**config.mk**
```make
export PLATFORM = sky130hd
export DESIGN_NAME = pix_depth_reducer
export DESIGN_NICKNAME = d
export VERILOG_FILES = /design/src/rtl/pdr_pkg.sv /design/src/rtl/pdr_cfg_sampler.sv /design/src/rtl/pdr_noise_bank.sv /design/src/rtl/pdr_chan_reduce.sv /design/src/rtl/pix_depth_reducer.sv
export SDC_FILE = /design/constraint.sdc
export NUM_CORES = 1
export LEC_CHECK = 0
export BUFFER_PORTS_ARGS = -buffer_cell sky130_fd_sc_hd__clkbuf_2
export CAP_MARGIN = 20
export CORE_ASPECT_RATIO = 0.6
export CORE_MARGIN = 3
export CORE_UTILIZATION = 45
export DETAILED_ROUTE_END_ITERATION = 6
export HOLD_SLACK_MARGIN = 0.1
export PLACE_DENSITY = 0.64
export SETUP_SLACK_MARGIN = 0.5
export SYNTH_ARGS = -nofsm -noshare
export SYNTH_HDL_FRONTEND = slang
export SYNTH_HIERARCHICAL = 1
export SYNTH_SLANG_ARGS = --single-unit
```
**constraint.sdc**
```tcl
create_clock -name clk -period 10.23 [get_ports clk]
set_input_delay 2.046 -clock clk [delete_from_list [all_inputs] [get_ports clk]]
set_output_delay 2.046 -clock clk [all_outputs]
set_load 0.01 [all_outputs]
```
**src/rtl/pdr_pkg.sv**
```systemverilog
package pdr_pkg;
  localparam int PDR_CH_W   = 12;
  localparam int PDR_LFSR_W = 28;
  localparam int PDR_TAP    = 2;
  localparam int PDR_FC_W   = 4;

  typedef logic [PDR_CH_W-1:0]   pdr_px_t;
  typedef logic [PDR_LFSR_W-1:0] pdr_lfsr_t;

  typedef struct packed {
    logic       trunc_en;
    logic       trunc_depth;
    logic       dith_en;
    logic [1:0] dith_depth;
    logic       frame_rand;
    logic       rgb_rand;
  } pdr_cfg_t;

  // x^28 + x^3 + 1, shifting toward the MSB
  function automatic pdr_lfsr_t pdr_lfsr_next(pdr_lfsr_t s);
    return {s[PDR_LFSR_W-2:0], s[PDR_LFSR_W-1] ^ s[PDR_TAP]};
  endfunction

  function automatic int unsigned pdr_trunc_drop(logic depth);
    return depth ? 4 : 6;
  endfunction

  function automatic int unsigned pdr_dith_drop(logic [1:0] depth);
    case (depth)
      2'd0:    return 6;
      2'd1:    return 4;
      default: return 2;
    endcase
  endfunction

  function automatic pdr_px_t pdr_low_mask(int unsigned n);
    pdr_px_t m;
    for (int i = 0; i < PDR_CH_W; i++) m[i] = (i < int'(n));
    return m;
  endfunction

  function automatic logic [PDR_FC_W-1:0] pdr_fc_limit(logic [1:0] depth);
    return (depth < 2'd2) ? 4'd15 : 4'd3;
  endfunction

  function automatic logic [PDR_FC_W-1:0] pdr_fc_swizzle(logic [1:0] depth,
                                                         logic [PDR_FC_W-1:0] fc);
    if (depth < 2'd2) return {fc[0], fc[1], fc[2], fc[3]};
    return {2'b00, fc[0], fc[1]};
  endfunction

  function automatic pdr_px_t pdr_dither(pdr_px_t x, pdr_px_t noise, int unsigned drop);
    pdr_px_t           m;
    logic [PDR_CH_W:0] sum;
    pdr_px_t           sat;
    m   = pdr_low_mask(drop);
    sum = {1'b0, x} + {1'b0, noise & m};
    sat = sum[PDR_CH_W] ? '1 : sum[PDR_CH_W-1:0];
    return sat & ~m;
  endfunction

  function automatic pdr_px_t pdr_truncate(pdr_px_t x, int unsigned drop);
    return x & ~pdr_low_mask(drop);
  endfunction
endpackage

```
**src/rtl/pdr_cfg_sampler.sv**
```systemverilog
module pdr_cfg_sampler
  import pdr_pkg::*;
#(
  parameter int FC_W = PDR_FC_W
) (
  input  logic            clk,
  input  logic            rst_n,
  input  logic            sof_acc,
  input  pdr_cfg_t        cfg_in,
  output pdr_cfg_t        eff_cfg,
  output logic            reload_ev,
  output logic [FC_W-1:0] fc_eff,
  output logic [FC_W-1:0] fc_q
);
  pdr_cfg_t        act_q;
  logic [FC_W-1:0] fc_next;

  always_comb begin
    if (!cfg_in.frame_rand)
      fc_next = '0;
    else if (fc_q >= pdr_fc_limit(cfg_in.dith_depth))
      fc_next = '0;
    else
      fc_next = fc_q + 1'b1;
  end

  assign eff_cfg   = sof_acc ? cfg_in : act_q;
  assign fc_eff    = sof_acc ? fc_next : fc_q;
  assign reload_ev = sof_acc & cfg_in.dith_en & ~act_q.dith_en;

  always_ff @(posedge clk) begin
    if (!rst_n) begin
      act_q <= '0;
      fc_q  <= '0;
    end else if (sof_acc) begin
      act_q <= cfg_in;
      fc_q  <= fc_next;
    end
  end
endmodule

```
**src/rtl/pdr_noise_bank.sv**
```systemverilog
module pdr_noise_bank
  import pdr_pkg::*;
#(
  parameter int NUM_CH = 3,
  parameter int LFSR_W = PDR_LFSR_W
) (
  input  logic              clk,
  input  logic              rst_n,
  input  logic              acc,
  input  logic              reload_ev,
  input  logic [LFSR_W-1:0] seed  [NUM_CH],
  output logic [LFSR_W-1:0] cur   [NUM_CH],
  output logic [LFSR_W-1:0] state [NUM_CH]
);
  for (genvar ch = 0; ch < NUM_CH; ch++) begin : g_gen
    assign cur[ch] = reload_ev ? seed[ch] : state[ch];

    always_ff @(posedge clk) begin
      if (!rst_n)
        state[ch] <= LFSR_W'(1);
      else if (acc)
        state[ch] <= pdr_lfsr_next(cur[ch]);
    end
  end
endmodule

```
**src/rtl/pdr_chan_reduce.sv**
```systemverilog
module pdr_chan_reduce
  import pdr_pkg::*;
#(
  parameter int FC_W = PDR_FC_W
) (
  input  pdr_px_t         x,
  input  pdr_px_t         noise,
  input  logic [FC_W-1:0] perturb,
  input  pdr_cfg_t        cfg,
  output pdr_px_t         y
);
  pdr_px_t noise_p;

  assign noise_p = noise ^ pdr_px_t'(perturb);

  always_comb begin
    if (cfg.dith_en)
      y = pdr_dither(x, noise_p, pdr_dith_drop(cfg.dith_depth));
    else if (cfg.trunc_en)
      y = pdr_truncate(x, pdr_trunc_drop(cfg.trunc_depth));
    else
      y = x;
  end
endmodule

```
**src/rtl/pix_depth_reducer.sv**
```systemverilog
module pix_depth_reducer
  import pdr_pkg::*;
#(
  parameter int CH_W   = PDR_CH_W,
  parameter int LFSR_W = PDR_LFSR_W,
  parameter int FC_W   = PDR_FC_W
) (
  input  logic              clk,
  input  logic              rst_n,
  input  logic              in_valid,
  output logic              in_ready,
  input  logic              in_sof,
  input  logic              in_sol,
  input  logic [CH_W-1:0]   in_r,
  input  logic [CH_W-1:0]   in_g,
  input  logic [CH_W-1:0]   in_b,
  output logic              out_valid,
  input  logic              out_ready,
  output logic              out_sof,
  output logic              out_sol,
  output logic [CH_W-1:0]   out_r,
  output logic [CH_W-1:0]   out_g,
  output logic [CH_W-1:0]   out_b,
  input  logic              cfg_trunc_en,
  input  logic              cfg_trunc_depth,
  input  logic              cfg_dith_en,
  input  logic [1:0]        cfg_dith_depth,
  input  logic              cfg_frame_rand,
  input  logic              cfg_rgb_rand,
  input  logic [LFSR_W-1:0] cfg_seed_r,
  input  logic [LFSR_W-1:0] cfg_seed_g,
  input  logic [LFSR_W-1:0] cfg_seed_b
);
  localparam int NUM_CH = 3;

  // named events for the checker
  logic            acc;
  logic            sof_acc;
  logic            reload_ev;
  pdr_cfg_t        cfg_in;
  pdr_cfg_t        eff_cfg;
  logic [FC_W-1:0] fc_eff;
  logic [FC_W-1:0] fc_q;
  logic [FC_W-1:0] perturb;

  logic [LFSR_W-1:0] seed_a  [NUM_CH];
  logic [LFSR_W-1:0] cur_a   [NUM_CH];
  logic [LFSR_W-1:0] state_a [NUM_CH];
  logic [CH_W-1:0]   px_in   [NUM_CH];
  logic [CH_W-1:0]   px_red  [NUM_CH];

  assign in_ready = out_ready;
  assign acc      = in_valid & out_ready;
  assign sof_acc  = acc & in_sof;

  assign cfg_in = '{trunc_en:    cfg_trunc_en,
                    trunc_depth: cfg_trunc_depth,
                    dith_en:     cfg_dith_en,
                    dith_depth:  cfg_dith_depth,
                    frame_rand:  cfg_frame_rand,
                    rgb_rand:    cfg_rgb_rand};

  assign seed_a[0] = cfg_seed_r;
  assign seed_a[1] = cfg_seed_g;
  assign seed_a[2] = cfg_seed_b;
  assign px_in[0]  = in_r;
  assign px_in[1]  = in_g;
  assign px_in[2]  = in_b;

  pdr_cfg_sampler #(.FC_W(FC_W)) u_cfg (
    .clk       (clk),
    .rst_n     (rst_n),
    .sof_acc   (sof_acc),
    .cfg_in    (cfg_in),
    .eff_cfg   (eff_cfg),
    .reload_ev (reload_ev),
    .fc_eff    (fc_eff),
    .fc_q      (fc_q)
  );

  assign perturb = pdr_fc_swizzle(eff_cfg.dith_depth, fc_eff);

  pdr_noise_bank #(.NUM_CH(NUM_CH), .LFSR_W(LFSR_W)) u_noise (
    .clk       (clk),
    .rst_n     (rst_n),
    .acc       (acc),
    .reload_ev (reload_ev),
    .seed      (seed_a),
    .cur       (cur_a),
    .state     (state_a)
  );

  for (genvar ch = 0; ch < NUM_CH; ch++) begin : g_chan
    logic [CH_W-1:0] noise_sel;
    assign noise_sel = eff_cfg.rgb_rand ? cur_a[0][CH_W-1:0] : cur_a[ch][CH_W-1:0];

    pdr_chan_reduce #(.FC_W(FC_W)) u_red (
      .x       (px_in[ch]),
      .noise   (noise_sel),
      .perturb (perturb),
      .cfg     (eff_cfg),
      .y       (px_red[ch])
    );
  end

  always_ff @(posedge clk) begin
    if (!rst_n) begin
      out_valid <= 1'b0;
      out_sof   <= 1'b0;
      out_sol   <= 1'b0;
      out_r     <= '0;
      out_g     <= '0;
      out_b     <= '0;
    end else begin
      if (out_ready) out_valid <= in_valid;
      if (acc) begin
        out_sof <= in_sof;
        out_sol <= in_sol;
        out_r   <= px_red[0];
        out_g   <= px_red[1];
        out_b   <= px_red[2];
      end
    end
  end
endmodule

```
==> results.yml, run 1 <==
outcome:
  status: "complete, no violations"
routing:
  wl_per_cell_um: 17.0
  drt_wl_total_um: 22200
  via_per_inst: 5.46
  dr.pass1.iters: 5
  ant_nets: 0
  drt_drc_violations_left: 0
  vias: 7133
  drtIter0Drc: 561
place:
  port_buffers: 172
  placed_cell_area_um2: 9310
  place.gp.congestion: 0.890
  post-dp-hpwl_um: 15800
sta:
  max_freq_ghz: 0.144
  report.final.slew_viol_count: 0
  finalClockSkew_ps: 11.2
  rsz0062_at_grt: "no"
  worst_pin_slew_ps: 1010
  fin_crit_ps: 6960
  setup_viol: 0
  relSlewSlack_pct: 32.6
  fin_crit_sh_pct: 68.0
  totalNegativeSetupSlack_ps: 0
  hold_viol: 0
die:
  core_area_um2: 18300
  die_h_um: 112
  die_x_um: 183
  start_util_pct: 46.4
  fp-row-count: 38
  die-area_um2: 20600
  ios: 173
cells_and_area:
  finalInstanceArea_um2: 9900
  nFillCells: 1731
  layout_common_cells: "clkbuf_2, dfxtp_1, mux2_2"
  final_common_cell: "clkbuf_2"
  final_nets: 1210
  area_delta_synth_final_pct: 16.5
  drive_gt1_share_pct: 31.6
  antennaDiodeCount: 0
cts:
  cts_made_buffers: 17
  clock_latency_ps: 420
  ctsHoldBuffers: 0
  cts-root-buf: "clkbuf_16"
  post-cts-setup-buffers: 0
  path_clk_slew_ps: 60
  clkSinkCount: 133
  ctsResizeCount: 0
  htree_levels: 4
  cts_tree: "done"
  clockBufferDepth: 2
worst_setup_path:
  path_class: "in -> reg"
  crit_slowest_cell: "and3b_4"
  end_kind: "flop"
  required_ps: 10500
  r2r_start: "u_cfg/act_q[4]"
  r2r_cells: 14
  timing.reg2reg.setup_slack_ps: 5910
  path_cells: "clkbuf_2, and3_1, and3b_4, buf_4, mux2_2, inv_1, o21ai_1, xor2_1, ha_1, fa_1, a211oi_2, o21ai_2, nand4bb_1, mux2_2, nand4_1, o21ai_1"
  cp-start-kind: "input port"
  timing.rr.end: "out_b[10]"
  max_stage_delay_ps: 810
  crit_fanout: 50
  worstPathArrival_ps: 7230
pwr:
  power_switching_w: 0.000397
  intPower_w: 0.00100
  p_seq_share_pct: 38.6
  p_per_area_nw_per_um2: 141
  p_leak_nw: 4.20
  power_frac_clock_pct: 44.6
  switching_share_pct: 28.4
  p_comb_share_pct: 16.8
  vdd_drop_max_mv: 0.102
global_routing:
  grt_first_pass_wirelength_um: 35700
  antenna_found_initial: 0
  grt_use_total_pct: 21.3
  overflow: 0
  grt_pass1_vias: 6701
  grt_max_degree: 101
job:
  max-cap-violations: 0
min_path:
  hold_depth: 2
  worst_hold_startpoint: "out_r[5]"
  min_path_type: "reg -> reg"
  min_to: "out_r[5]"
logic_synthesis:
  synth_fp_nets: 1072
  yosysWarnings: 6
  syn_area_per_cell_um2: 9.29
  syn_area_um2: 8500
  syn_inst: 915
==> layout make-up <==
class | count | area (um2) | share of cell area (%)
Timing Repair Buffer | 176 | 893 | 9.02
Sequential cell | 133 | 2660 | 26.9
Clock buffer | 18 | 429 | 4.33
Tap cell | 240 | 300 | 3.03
Clock inverter | 14 | 164 | 1.65
Inverter | 28 | 105 | 1.06
Multi-Input combinational cell | 697 | 5350 | 54.0
==> worst max-delay path: cells and delay by family <==
kind,cells,cell delay (ps)
xor+xnor,1,160
mux,2,740
buf+inv,3,1250
fa+ha+maj,2,660
simple gates,4,1690
compound gates,4,640
==> worst max-delay path by stage <==
| stage | startpoint | to | slack (ps) | cells after the start |
|---|---|---|---|---|
| floorplan | in_valid | out_g[10] | 4700 | 19 |
| global placement | in_valid | out_b[10] | 2940 | 16 |
| detailed placement | in_valid | out_b[10] | 2840 | 16 |
| CTS | in_valid | out_b[10] | 3320 | 16 |
| global route | in_valid | out_b[10] | 2920 | 16 |
| finish | in_valid | out_b[10] | 3270 | 16 |
==> layer usage <==
| metal | part of all wire (%) | vias to the layer above | GRT usage (%) |
|---|---|---|---|
| met3 | 7.4 | 14 | 6.48 |
| met2 | 40 | 220 | 28.7 |
| met1 | 52 | 3331 | 32.7 |
| met4 | 0.80 | 0 | 4.92 |
| met5 | 0 | - | 0 |
| li1 | - | 3568 | - |
==> state kept, by name, indices dropped and copies added (netlist names) <==
name,flops
out_g,12
u_cfg/fc_q,4
out_valid,1
u_noise/state,84
u_cfg/act_q,6
out_sol,1
out_sof,1
out_b,12
out_r,12
==> power by group through the flow <==
stage | Sequential [W] | Combinational [W] | Clock (W)
2_1_floorplan | 0.000552 | 0.000163 | 0
3_3_place_gp | 0.000550 | 0.000231 | 0
3_5_place_dp | 0.000550 | 0.000232 | 0
4_1_cts | 0.000539 | 0.000233 | 0.000637
5_1_grt | 0.000541 | 0.000258 | 0.000659
6_report | 0.000539 | 0.000235 | 0.000624
==> through the flow <==
step	hold slack, ps	power [W]	setup WS, ps	instances	util, %
floorplan	450	0.000715	4700	915	-
global placement	436	0.000781	2940	1274	50.9
detailed placement	439	0.000782	2840	1274	50.9
CTS	452	0.00141	3320	1306	54.1
global route	466	0.00146	2920	1306	54.1
finish	451	0.00140	3270	1306	54.1
Note: power is estimated with default switching activity, not from simulation.
==> run 2: changes to the inputs <==
- clock period: 10.23 -> 6.63 ns (I/O delays scaled with it)
==> results.yml, run 2 (same netlist as run 1, synthesis figures left out) <==
cts:
  clock_latency_ps: 420
  htree_levels: 4
  path_clk_slew_ps: 60
  clockBufferDepth: 2
  post-cts-setup-buffers: 0
  ctsResizeCount: 0
  cts_tree: "done"
  ctsHoldBuffers: 0
  clkSinkCount: 133
  cts_made_buffers: 17
  cts-root-buf: "clkbuf_16"
worst_setup_path:
  startpoint: "in_sof"
  worstPathArrival_ps: 5200
  crit_fanout: 46
  path_class: "in -> reg"
  end_kind: "flop"
  required_ps: 6910
  r2r_start: "u_cfg/act_q[4]"
  cp-start-kind: "input port"
global_routing:
  grt_max_degree: 67
  grt_pass1_vias: 6699
  antenna_found_initial: 0
  grt_first_pass_wirelength_um: 35400
  grt_use_total_pct: 21.0
  overflow: 0
cells_and_area:
  drive_gt1_share_pct: 31.9
  antennaDiodeCount: 0
  final_common_cell: "clkbuf_2"
  area_delta_synth_final_pct: 17.6
  regMostFlops: "u_noise/state"
  final_nets: 1214
  largest_reg_flops: 84
  layout_common_cells: "clkbuf_2, dfxtp_1, mux2_2"
die:
  ios: 173
  fp-row-count: 38
  die-area_um2: 20600
  core_area_um2: 18300
  die_h_um: 112
  die_x_um: 183
  start_util_pct: 46.4
pwr:
  p_leak_nw: 4.24
  vdd_drop_max_mv: 0.160
  p_per_area_nw_per_um2: 223
routing:
  vias: 7149
  drtIter0Drc: 465
  via_per_inst: 5.46
  drt_wl_total_um: 21800
  ant_nets: 0
  drt_drc_violations_left: 0
  dr.pass1.iters: 5
  wl_per_cell_um: 16.7
outcome:
  status: "complete, no violations"
sta:
  whs_ps: 448
  max_freq_ghz: 0.203
  fin_crit_sh_pct: 74.3
  rsz0062_at_grt: "no"
  totalNegativeSetupSlack_ps: 0
  setup_viol: 0
  hold_viol: 0
  relSlewSlack_pct: 39.6
  finalClockSkew_ps: 10.5
  fin_crit_ps: 4930
  report.final.slew_viol_count: 0
  worst_pin_slew_ps: 907
place:
  port_buffers: 172
  place.gp.congestion: 0.870
  post-dp-hpwl_um: 15600
min_path:
  worst_hold_startpoint: "out_b[7]"
  min_path_type: "reg -> reg"
job:
  max-cap-violations: 0
## run 2: worst max-delay path: stages
cell	delay, ps
clkbuf_2	110
and3_1	160
buf_4	220
and3b_4	700
mux2_2	450
nand2_1	100
o21ai_1	80
xor2_1	180
ha_1	240
fa_1	440
a211oi_2	300
o21ai_2	190
and4bb_1	260
mux2_4	290
nand4_1	70
o21ai_1	70
## run 2: metrics by stage
step	total power (W)	instance area (um2)	cells	setup slack [ps]	utilization [%]
finish	0.00223	9990	1309	1700	54.6
global route	0.00233	9990	1309	1420	54.6
CTS	0.00225	9990	1309	1720	54.6
detailed placement	0.00121	9350	1278	1270	51.1
global placement	0.00121	9350	1278	1350	51.1
floorplan	0.00110	8500	915	1820	-
## run 2: final cells by class
type,instances,area [um2]
fill,1680,8310
multi-input combinational,697,5350
sequential,133,2660
timing repair buffer,180,936
clock buffer,17,425
tap,240,300
clock inverter,14,213
inverter,28,105
## run 2: final timing paths
| check | end | slack (ps) | cells past startpoint |
|---|---|---|---|
| worst max-delay path | out_g[10] | 1700 | 16 |
| worst max register to register | out_g[10] | 2740 | 13 |
| worst min-delay path | out_b[7] | 450 | 2 |
| worst min register to register | out_b[7] | 450 | 2 |
## run 2: routing by layer
| metal | global-route usage [%] | vias up | wire length, um |
|---|---|---|---|
| li1 | - | 3591 | - |
| met1 | 32.9 | 3341 | 11500 |
| met2 | 29.1 | 202 | 8820 |
| met3 | 4.50 | 15 | 1300 |
| met4 | 4.56 | 0 | 189 |
| met5 | 0 | - | 0 |
## run 2: power breakdown
group          switching, W  total [W]  internal [W]
Clock              0.000397    0.00104      0.000641
Combinational      0.000203   0.000363      0.000160
Sequential        0.0000111   0.000832      0.000820
Total              0.000611    0.00223       0.00162
